## src/rtl/dbgc_pkg.sv

```systemverilog
package dbgc_pkg;
  localparam int DATA_W   = 32;
  localparam int KEY_W    = 16;
  // read-back bit positions (decoded by the debugger)
  localparam int B_EN     = 0;
  localparam int B_HALT   = 1;
  localparam int B_STEP   = 2;
  localparam int B_MASK   = 3;
  localparam int B_SNAP   = 5;
  localparam int B_RDY    = 16;
  localparam int B_HALTED = 17;
  localparam int B_SLEEP  = 18;
  localparam int B_LOCK   = 19;
  localparam int B_RET    = 24;
  localparam int B_RST    = 25;
  // sticky event indices
  localparam int N_STICKY = 2;
  localparam int S_RET    = 0;
  localparam int S_RST    = 1;

  typedef struct packed {
    logic snap;
    logic mask;
    logic step;
    logic halt;
    logic en;
  } ctrl_t;
endpackage

```

## src/rtl/dbgc_ctrl.sv

```systemverilog
module dbgc_ctrl
  import dbgc_pkg::*;
#(
  parameter int                KW  = KEY_W,
  parameter logic [KW-1:0]     KEY = 16'hA05F
) (
  input  logic          clk,
  input  logic          rst,
  input  logic          sys_rst,
  input  logic          wr_hit,
  input  logic [KW-1:0] key_in,
  input  ctrl_t         wr_fields,
  output ctrl_t         ctrl_q,
  output logic          halt_req_o,
  output logic          step_req_o
);
  logic  key_ok;
  logic  mask_ok;
  ctrl_t nxt;

  assign key_ok  = (key_in == KEY);
  assign mask_ok = ctrl_q.halt && wr_fields.halt;

  always_comb begin
    nxt = ctrl_q;
    if (wr_hit && key_ok) begin
      nxt.en   = wr_fields.en;
      nxt.halt = wr_fields.halt;
      nxt.step = wr_fields.step;
      nxt.snap = wr_fields.snap;
      if (mask_ok) nxt.mask = wr_fields.mask;
    end
    if (sys_rst) nxt.halt = 1'b0;
  end

  always_ff @(posedge clk) begin
    if (rst) begin
      ctrl_q     <= '0;
      halt_req_o <= 1'b0;
      step_req_o <= 1'b0;
    end else begin
      ctrl_q     <= nxt;
      halt_req_o <= nxt.en && nxt.halt;
      step_req_o <= nxt.en && nxt.step && !nxt.halt;
    end
  end

  // an unkeyed write changes nothing
  a_r1_badkey_hold: assert property (@(posedge clk) disable iff (rst)
    (wr_hit && !key_ok && !sys_rst) |=> $stable(ctrl_q));
  // mask moves only under a halted, halt-keeping keyed write
  a_r3_mask_guard: assert property (@(posedge clk) disable iff (rst)
    !(wr_hit && key_ok && ctrl_q.halt && wr_fields.halt) |=> $stable(ctrl_q.mask));
  // system reset drops halt
  a_r9_sysrst_halt: assert property (@(posedge clk) disable iff (rst)
    sys_rst |=> !ctrl_q.halt);
  // requests gated by enable, never both
  a_r10_halt_needs_en: assert property (@(posedge clk) disable iff (rst)
    halt_req_o |-> (ctrl_q.en && ctrl_q.halt));
  a_r10_req_excl: assert property (@(posedge clk) disable iff (rst)
    !(halt_req_o && step_req_o));
endmodule

```

## src/rtl/dbgc_sticky.sv

```systemverilog
module dbgc_sticky #(
  parameter int N = 2
) (
  input  logic         clk,
  input  logic         rst,
  input  logic         rd_clr,
  input  logic [N-1:0] ev,
  output logic [N-1:0] q
);
  for (genvar i = 0; i < N; i++) begin : g_flag
    always_ff @(posedge clk) begin
      if (rst)        q[i] <= 1'b0;
      else if (ev[i]) q[i] <= 1'b1;
      else if (rd_clr) q[i] <= 1'b0;
    end
    // event sets, read clears when no event
    a_r5_set: assert property (@(posedge clk) disable iff (rst)
      ev[i] |=> q[i]);
    a_r5_clr: assert property (@(posedge clk) disable iff (rst)
      (rd_clr && !ev[i]) |=> !q[i]);
  end
endmodule

```

## src/rtl/dbgc_status.sv

```systemverilog
module dbgc_status
  import dbgc_pkg::*;
#(
  parameter int NS = N_STICKY
) (
  input  logic          clk,
  input  logic          rst,
  input  logic          core_halted_i,
  input  logic          core_sleep_i,
  input  logic          core_lock_i,
  input  logic [NS-1:0] ev_i,
  input  logic          rd_clr,
  input  logic          sel_wr,
  input  logic          xfer_done,
  output logic          halted_q,
  output logic          sleep_q,
  output logic          lock_q,
  output logic          rdy_q,
  output logic [NS-1:0] stk_q
);
  always_ff @(posedge clk) begin
    if (rst) begin
      halted_q <= 1'b0;
      sleep_q  <= 1'b0;
      lock_q   <= 1'b0;
      rdy_q    <= 1'b1;
    end else begin
      halted_q <= core_halted_i;
      sleep_q  <= core_sleep_i;
      lock_q   <= core_lock_i && !core_halted_i;
      if (sel_wr)         rdy_q <= 1'b0;
      else if (xfer_done) rdy_q <= 1'b1;
    end
  end

  dbgc_sticky #(.N(NS)) i_sticky (
    .clk    (clk),
    .rst    (rst),
    .rd_clr (rd_clr),
    .ev     (ev_i),
    .q      (stk_q)
  );

  // selector write clears, completion sets
  a_r6_sel_clear: assert property (@(posedge clk) disable iff (rst)
    sel_wr |=> !rdy_q);
  a_r6_done_set: assert property (@(posedge clk) disable iff (rst)
    (xfer_done && !sel_wr) |=> rdy_q);
  // no lock-up status while halted
  a_r7_lock_halted: assert property (@(posedge clk) disable iff (rst)
    core_halted_i |=> !lock_q);
endmodule

```

## src/rtl/dbgc_rdmux.sv

```systemverilog
module dbgc_rdmux
  import dbgc_pkg::*;
(
  input  logic              clk,
  input  logic              rst,
  input  logic              rd_ctrl,
  input  logic              rd_other,
  input  ctrl_t             ctrl,
  input  logic              halted,
  input  logic              sleep,
  input  logic              lock,
  input  logic              rdy,
  input  logic [N_STICKY-1:0] stk,
  output logic [DATA_W-1:0] rdata_o
);
  logic [DATA_W-1:0] word;

  always_comb begin
    word           = '0;
    word[B_EN]     = ctrl.en;
    word[B_HALT]   = ctrl.halt;
    word[B_STEP]   = ctrl.step;
    word[B_MASK]   = ctrl.mask;
    word[B_SNAP]   = ctrl.snap;
    word[B_RDY]    = rdy;
    word[B_HALTED] = halted;
    word[B_SLEEP]  = sleep;
    word[B_LOCK]   = lock;
    word[B_RET]    = stk[S_RET];
    word[B_RST]    = stk[S_RST];
  end

  always_ff @(posedge clk) begin
    if (rst)           rdata_o <= '0;
    else if (rd_ctrl)  rdata_o <= word;
    else if (rd_other) rdata_o <= '0;
  end

  // read data holds between reads
  a_r11_hold: assert property (@(posedge clk) disable iff (rst)
    !(rd_ctrl || rd_other) |=> $stable(rdata_o));
  // unused positions stay zero
  a_r4_zero_bits: assert property (@(posedge clk) disable iff (rst)
    (rdata_o[4] == 1'b0) && (rdata_o[15:6] == '0) && (rdata_o[23:20] == '0)
    && (rdata_o[31:26] == '0));
endmodule

```

## src/rtl/dbg_run_ctrl.sv

```systemverilog
module dbg_run_ctrl
  import dbgc_pkg::*;
#(
  parameter int                ADDR_W    = 8,
  parameter logic [ADDR_W-1:0] CTRL_ADDR = 8'hF0,
  parameter logic [ADDR_W-1:0] SEL_ADDR  = 8'hF4,
  parameter logic [KEY_W-1:0]  WR_KEY    = 16'hA05F
) (
  input  logic              clk,
  input  logic              rst,
  input  logic              sys_rst,
  input  logic [ADDR_W-1:0] bus_addr,
  input  logic              bus_wr,
  input  logic              bus_rd,
  input  logic [DATA_W-1:0] bus_wdata,
  output logic [DATA_W-1:0] bus_rdata,
  input  logic              core_halted,
  input  logic              core_sleeping,
  input  logic              core_lockup,
  input  logic              core_retired,
  input  logic              core_reset_seen,
  input  logic              xfer_done,
  output logic              dbg_en_o,
  output logic              halt_req_o,
  output logic              step_req_o,
  output logic              irq_mask_o,
  output logic              snap_stall_o
);
  logic                hit_ctrl, hit_sel;
  logic                wr_ctrl, sel_wr, rd_ctrl, rd_other;
  ctrl_t               wr_fields, ctrl_q;
  logic                halted_q, sleep_q, lock_q, rdy_q;
  logic [N_STICKY-1:0] ev, stk_q;
  logic                unused_wbits;

  assign hit_ctrl = (bus_addr == CTRL_ADDR);
  assign hit_sel  = (bus_addr == SEL_ADDR);
  assign wr_ctrl  = bus_wr && hit_ctrl;
  assign sel_wr   = bus_wr && hit_sel;
  assign rd_ctrl  = bus_rd && hit_ctrl;
  assign rd_other = bus_rd && !hit_ctrl;

  assign wr_fields.en   = bus_wdata[B_EN];
  assign wr_fields.halt = bus_wdata[B_HALT];
  assign wr_fields.step = bus_wdata[B_STEP];
  assign wr_fields.mask = bus_wdata[B_MASK];
  assign wr_fields.snap = bus_wdata[B_SNAP];
  assign unused_wbits   = ^{bus_wdata[15:6], bus_wdata[4]};

  assign ev[S_RET] = core_retired;
  assign ev[S_RST] = core_reset_seen;

  dbgc_ctrl #(.KW(KEY_W), .KEY(WR_KEY)) i_ctrl (
    .clk        (clk),
    .rst        (rst),
    .sys_rst    (sys_rst),
    .wr_hit     (wr_ctrl),
    .key_in     (bus_wdata[DATA_W-1 -: KEY_W]),
    .wr_fields  (wr_fields),
    .ctrl_q     (ctrl_q),
    .halt_req_o (halt_req_o),
    .step_req_o (step_req_o)
  );

  dbgc_status #(.NS(N_STICKY)) i_status (
    .clk           (clk),
    .rst           (rst),
    .core_halted_i (core_halted),
    .core_sleep_i  (core_sleeping),
    .core_lock_i   (core_lockup),
    .ev_i          (ev),
    .rd_clr        (rd_ctrl),
    .sel_wr        (sel_wr),
    .xfer_done     (xfer_done),
    .halted_q      (halted_q),
    .sleep_q       (sleep_q),
    .lock_q        (lock_q),
    .rdy_q         (rdy_q),
    .stk_q         (stk_q)
  );

  dbgc_rdmux i_rdmux (
    .clk      (clk),
    .rst      (rst),
    .rd_ctrl  (rd_ctrl),
    .rd_other (rd_other),
    .ctrl     (ctrl_q),
    .halted   (halted_q),
    .sleep    (sleep_q),
    .lock     (lock_q),
    .rdy      (rdy_q),
    .stk      (stk_q),
    .rdata_o  (bus_rdata)
  );

  assign dbg_en_o     = ctrl_q.en;
  assign irq_mask_o   = ctrl_q.mask;
  assign snap_stall_o = ctrl_q.snap;
endmodule

```

## config.mk

```make
export PLATFORM = sky130hd
export DESIGN_NAME = dbg_run_ctrl
export DESIGN_NICKNAME = d
export VERILOG_FILES = /design/src/rtl/dbgc_pkg.sv /design/src/rtl/dbgc_ctrl.sv /design/src/rtl/dbgc_sticky.sv /design/src/rtl/dbgc_status.sv /design/src/rtl/dbgc_rdmux.sv /design/src/rtl/dbg_run_ctrl.sv
export SDC_FILE = /design/constraint.sdc
export NUM_CORES = 1
export LEC_CHECK = 0
export ABC_CLOCK_PERIOD_IN_PS = 2500
export CAP_MARGIN = 20
export CORE_AREA = 2 2 63 80
export CTS_CLUSTER_DIAMETER = 80
export DETAILED_ROUTE_END_ITERATION = 7
export DIE_AREA = 0 0 65 82
export DONT_BUFFER_PORTS = 1
export GPL_TIMING_DRIVEN = 0
export HOLD_SLACK_MARGIN = 0.12
export SLEW_MARGIN = 20
export SYNTH_ARGS = -nofsm -noshare
export SYNTH_HDL_FRONTEND = slang
export SYNTH_HIERARCHICAL = 1
export SYNTH_SLANG_ARGS = --single-unit
```

## constraint.sdc

```tcl
create_clock -name clk -period 2.5 [get_ports clk]
set_input_delay 0.5 -clock clk [delete_from_list [all_inputs] [get_ports clk]]
set_output_delay 0.5 -clock clk [all_outputs]
set_load 0.02 [all_outputs]
```

# Yosys cells after proc, flatten, opt, wreduce, memory -nomap -nowiden
# Cells that the tools add are included.
# op_classes
muxes	9
n_reduce_logical	18
shift	0
n_mul	0
magnitude_cmp	0
addsub	0
bitwise	0
div_mod_pow	0
eq_ne	3
# op_table
operator	count
$mux W26	2
$eq A16 B16 Y1 const B	1
$eq A8 B8 Y1 const B	2
$logic_and A1 B1 Y1	10
$reduce_bool A2 Y1	4
$mux W1	6
$logic_not A1 Y1	3
$mux W3	1
$reduce_and A2 Y1	1
# word_totals
mem_bits_rw	0
memories	0
out_inout_bits	37
latch_bits	0
regBits	24
word_cells	44
romBits	0

# Longest topological paths before layout
# logic_depth
ltp_word	7
mapped_depth	7
mapped_depth_nobuf	6

# By module
# Netlist, hierarchy kept.
# modules_own_cells
mod	area_each_um2	instances	cells_per_inst	seq_area_each_um2
dbgc_rdmux	669.4	1	71	220.2
dbgc_ctrl	402.9	1	48	140.1
dbgc_status	116.4	1	9	80.1
dbgc_sticky	70.1	1	8	40.0
dbg_run_ctrl	57.6	1	9	0.0

# Least setup slack after synthesis
# Ideal clock, no wire load.
# synth_timing
kind	input-to-reg
from	input bus_addr[1]
to	register i_ctrl.step_req_o
slack_ps	393
t_arrival_ps	1978
t_required_ps	2371
setup_ps	129
path_buffers	1
stages	7
cell_sequence	or4_4 -> nor3_1 -> and3_1 -> buf_2 -> nand3_1 -> nor4b_1 -> a211oi_1
# synth_between
elab_chain_len	7
word_cells_on_any_way	8
classes_between	eq/ne (1); mux (2); reduce/logical (5)
# synth_lines
item	line	rtl
start, declared	dbg_run_ctrl.sv:12	input logic [ADDR_W-1:0] bus_addr,
$eq A8 B8 Y1 *	dbg_run_ctrl.sv:36	assign hit_ctrl = (bus_addr == CTRL_ADDR);
$logic_and A1 B1 Y1 *	dbg_run_ctrl.sv:38	assign wr_ctrl = bus_wr && hit_ctrl;
net wr_ctrl	dbg_run_ctrl.sv:30	logic wr_ctrl, sel_wr, rd_ctrl, rd_other;
$logic_and A1 B1 Y1 *	dbgc_ctrl.sv:26	if (wr_hit && key_ok) begin
$mux W3 *	dbgc_ctrl.sv:26	
$mux W1	dbgc_ctrl.sv:33	if (sys_rst) nxt.halt = 1'b0;
$logic_not A1 Y1	dbgc_ctrl.sv:44	step_req_o <= nxt.en && nxt.step && !nxt.halt;
$logic_and A1 B1 Y1 *	dbgc_ctrl.sv:44	
end signal, assigned	dbgc_ctrl.sv:44	
end, declared	dbgc_ctrl.sv:15	output logic step_req_o
# Mark *: on every way through the listed nets, which the timed path passes. The rest lies on a longest branch.
# A chain may end at the register's enable or synchronous reset.

# Worst setup path in the final report
# Ends and elaborated chain as after synthesis.

==> metrics.txt <==
TritonCTS clock tree=done; status=completed; Placed Area=1466 um^2; Die H=82 um; Post-Synth Simple-Gate Area=22.24%; EDFF count, synth=0; Final Instance Area=1508 um^2; YS warnings=6; Fmax=486.3 MHz; Placeable Area=4589 um^2; commonest non-fill, non-tap cell in the layout=dfxtp_1; vias in the first global route=932; I/O pin count=88; Compound-Gate Fraction of Synth Area=20.72%; synthesized area=1316 um^2; clock latency on the worst-skew pair=0.26 ns; pre-CTS WS=0.1200 ns; clk sinks=24; Cell Pwr Density=459.0 nW/um^2; maximum vdd drop=142.4 uV; number of diodes=0; final setup margin=0.4437 ns; Setup TNS Final=0 ns; DRC errors left=0; synthesis-stage register bit count=24; R2R setup slack=1.38 ns; Pre-Repair DR Iteration Count=2; Slew HR=61.15%; Layout fillers=479; Vias=993; period utilization=82.25%; fin util=32.85%; Crit. End Element=register; placed instance count=225; Hold Worst Slack=0.2976 ns; fraction of layout instances using a drive strength above 1=26.19%; Synth Flop Type=dfxtp_1; hold buffers post-CTS=0; first-pass GRT wire length=4.209 mm; fin cells=228; port buffer count=0; drt total wl=2.672 mm; post-synthesis async set-or-reset flop share=0%; Worst Clk Skew=0.001172 ns; Multi-input gate area=654.4 um^2; Gate Count Post-Synth=145; max cap viols=0; Syn Area/Cell=9.078 um^2; DP HPWL=2.192 mm; Crit Path Max Fanout=9; most frequent cells in the layout=24 x dfxtp_1, 22 x buf_4, 21 x conb_1; initial antenna violation count=0; RSZ-0062 raised after global routing=false; Post CTS Setup Buffer Count=0; Startpoint Class=primary input; die width=65 um; GRT overflow=0; CTS Buffer Depth=2; minimum clock period=2.056 ns; Worst-path clk slew=0.08 ns; part of the Yosys area used for sequential elements=36.50%; DR iter-0 viols=16; gpl congestion=0.6873; Hold Path Class=primary input to register; Final Max Tran Viols=0; Leakage=0.5813 nW; Pwr Total=692.1 uW; Yosys cell types=36; largest net degree at the start of global routing=13; Total GRT Usage=10.21%; Routed wire per std cell=11.72 um; register area=480.5 um^2; CP Data Required Time=2.65 ns; H-tree depth=1; Cell Rows=28; Final Hold Viols=0; NumNets Final=221; worst slew pin tran=0.5784 ns; Post-Synth Adder-Cell Area=0%; DR vias/cell=4.355; critical path type=primary input to register; XOR/XNOR Fraction of Synth Area=0%; Initial Utilization=28.68%; largest family of logic cells by synthesized area=simple AND/OR/NAND/NOR gates; Routed Antenna Nets=0; post-CTS resize count=0; Setup-failing EPs final=0; buffer type at the clock tree root=clkbuf_8; area grow syn2layout=14.54%; critical path arrival=2.20 ns; cts bufs inserted=3; full die area=5330 um^2; post-synthesis mux area share=0.7605%
-- per-layer routing --
metal	vias to the layer above	GRT usage [%]	part of all wire, %
li1	507	-	-
met1	435	11.32	37
met2	47	18.04	51
met3	4	3.014	10
met4	0	4.468	1.6
met5	-	0	0
-- cell type report --
cell class              instances  share of cell area [%]
multi-input cells              98                   43.40
flip-flops and latches         24                   31.87
plain buffers                  29                   13.53
well taps                      60                   4.979
inverters                      14                   3.485
clock buffers                   3                   2.739
-- critical path: stages --
cell      delay [ns]
or4_4           0.53
nor3_1          0.21
and3_1          0.18
buf_2           0.19
nand3_1         0.22
nor4b_1         0.29
a211oi_1        0.07
-- power breakdown --
part / internal (mW) / leakage [nW] / switching [mW] / total, mW
clock: 0.107 / 0.0216 / 0.112 / 0.220
combinational: 0.0363 / 0.365 / 0.0476 / 0.0839
sequential: 0.387 / 0.195 / 0.00195 / 0.389
total: 0.530 / 0.581 / 0.162 / 0.692
-- flip-flops by register name, summed over array words and instances (netlist names) --
register / flops
i_rdmux/rdata_o: 11
i_ctrl/ctrl_q: 5
i_status/i_sticky/q: 2
i_ctrl/halt_req_o: 1
i_ctrl/step_req_o: 1
i_status/halted_q: 1
i_status/lock_q: 1
i_status/rdy_q: 1
i_status/sleep_q: 1
-- cell families after synthesis --
group | count (synthesis)
muxes | 1
and+or+nand+nor | 48
other | 1
buffers and inverters | 43
AOI/OAI and AO/OA | 28
DFF | 24
-- synth_stat cells, types with 2 or more instances --
library cell / instances / area (um^2)
a211oi_1: 2 / 15.01
a21oi_1: 7 / 35.03
and4bb_1: 2 / 25.02
buf_2: 4 / 20.02
buf_4: 22 / 165.2
dfxtp_1: 24 / 480.5
inv_1: 14 / 52.55
nand2_1: 13 / 48.80
nand2b_1: 5 / 31.28
nand3_1: 6 / 30.03
nand4_1: 3 / 18.77
nor2_1: 3 / 11.26
nor2b_1: 2 / 12.51
nor3_1: 3 / 15.01
o21ai_1: 4 / 20.02
o32ai_2: 10 / 162.7
or2_1: 2 / 12.51
-- final timing paths --
kind                         start                   to  depth (start not counted)
setup / recovery       bus_addr[1]    i_ctrl/step_req_o                          7
hold / removal         core_halted      i_status/lock_q                          1
setup reg to reg  i_ctrl/ctrl_q[0]    i_ctrl/step_req_o                          4
hold reg to reg    i_status/lock_q  i_rdmux/rdata_o[19]                          2
Note: power is estimated with default switching activity, not from simulation.
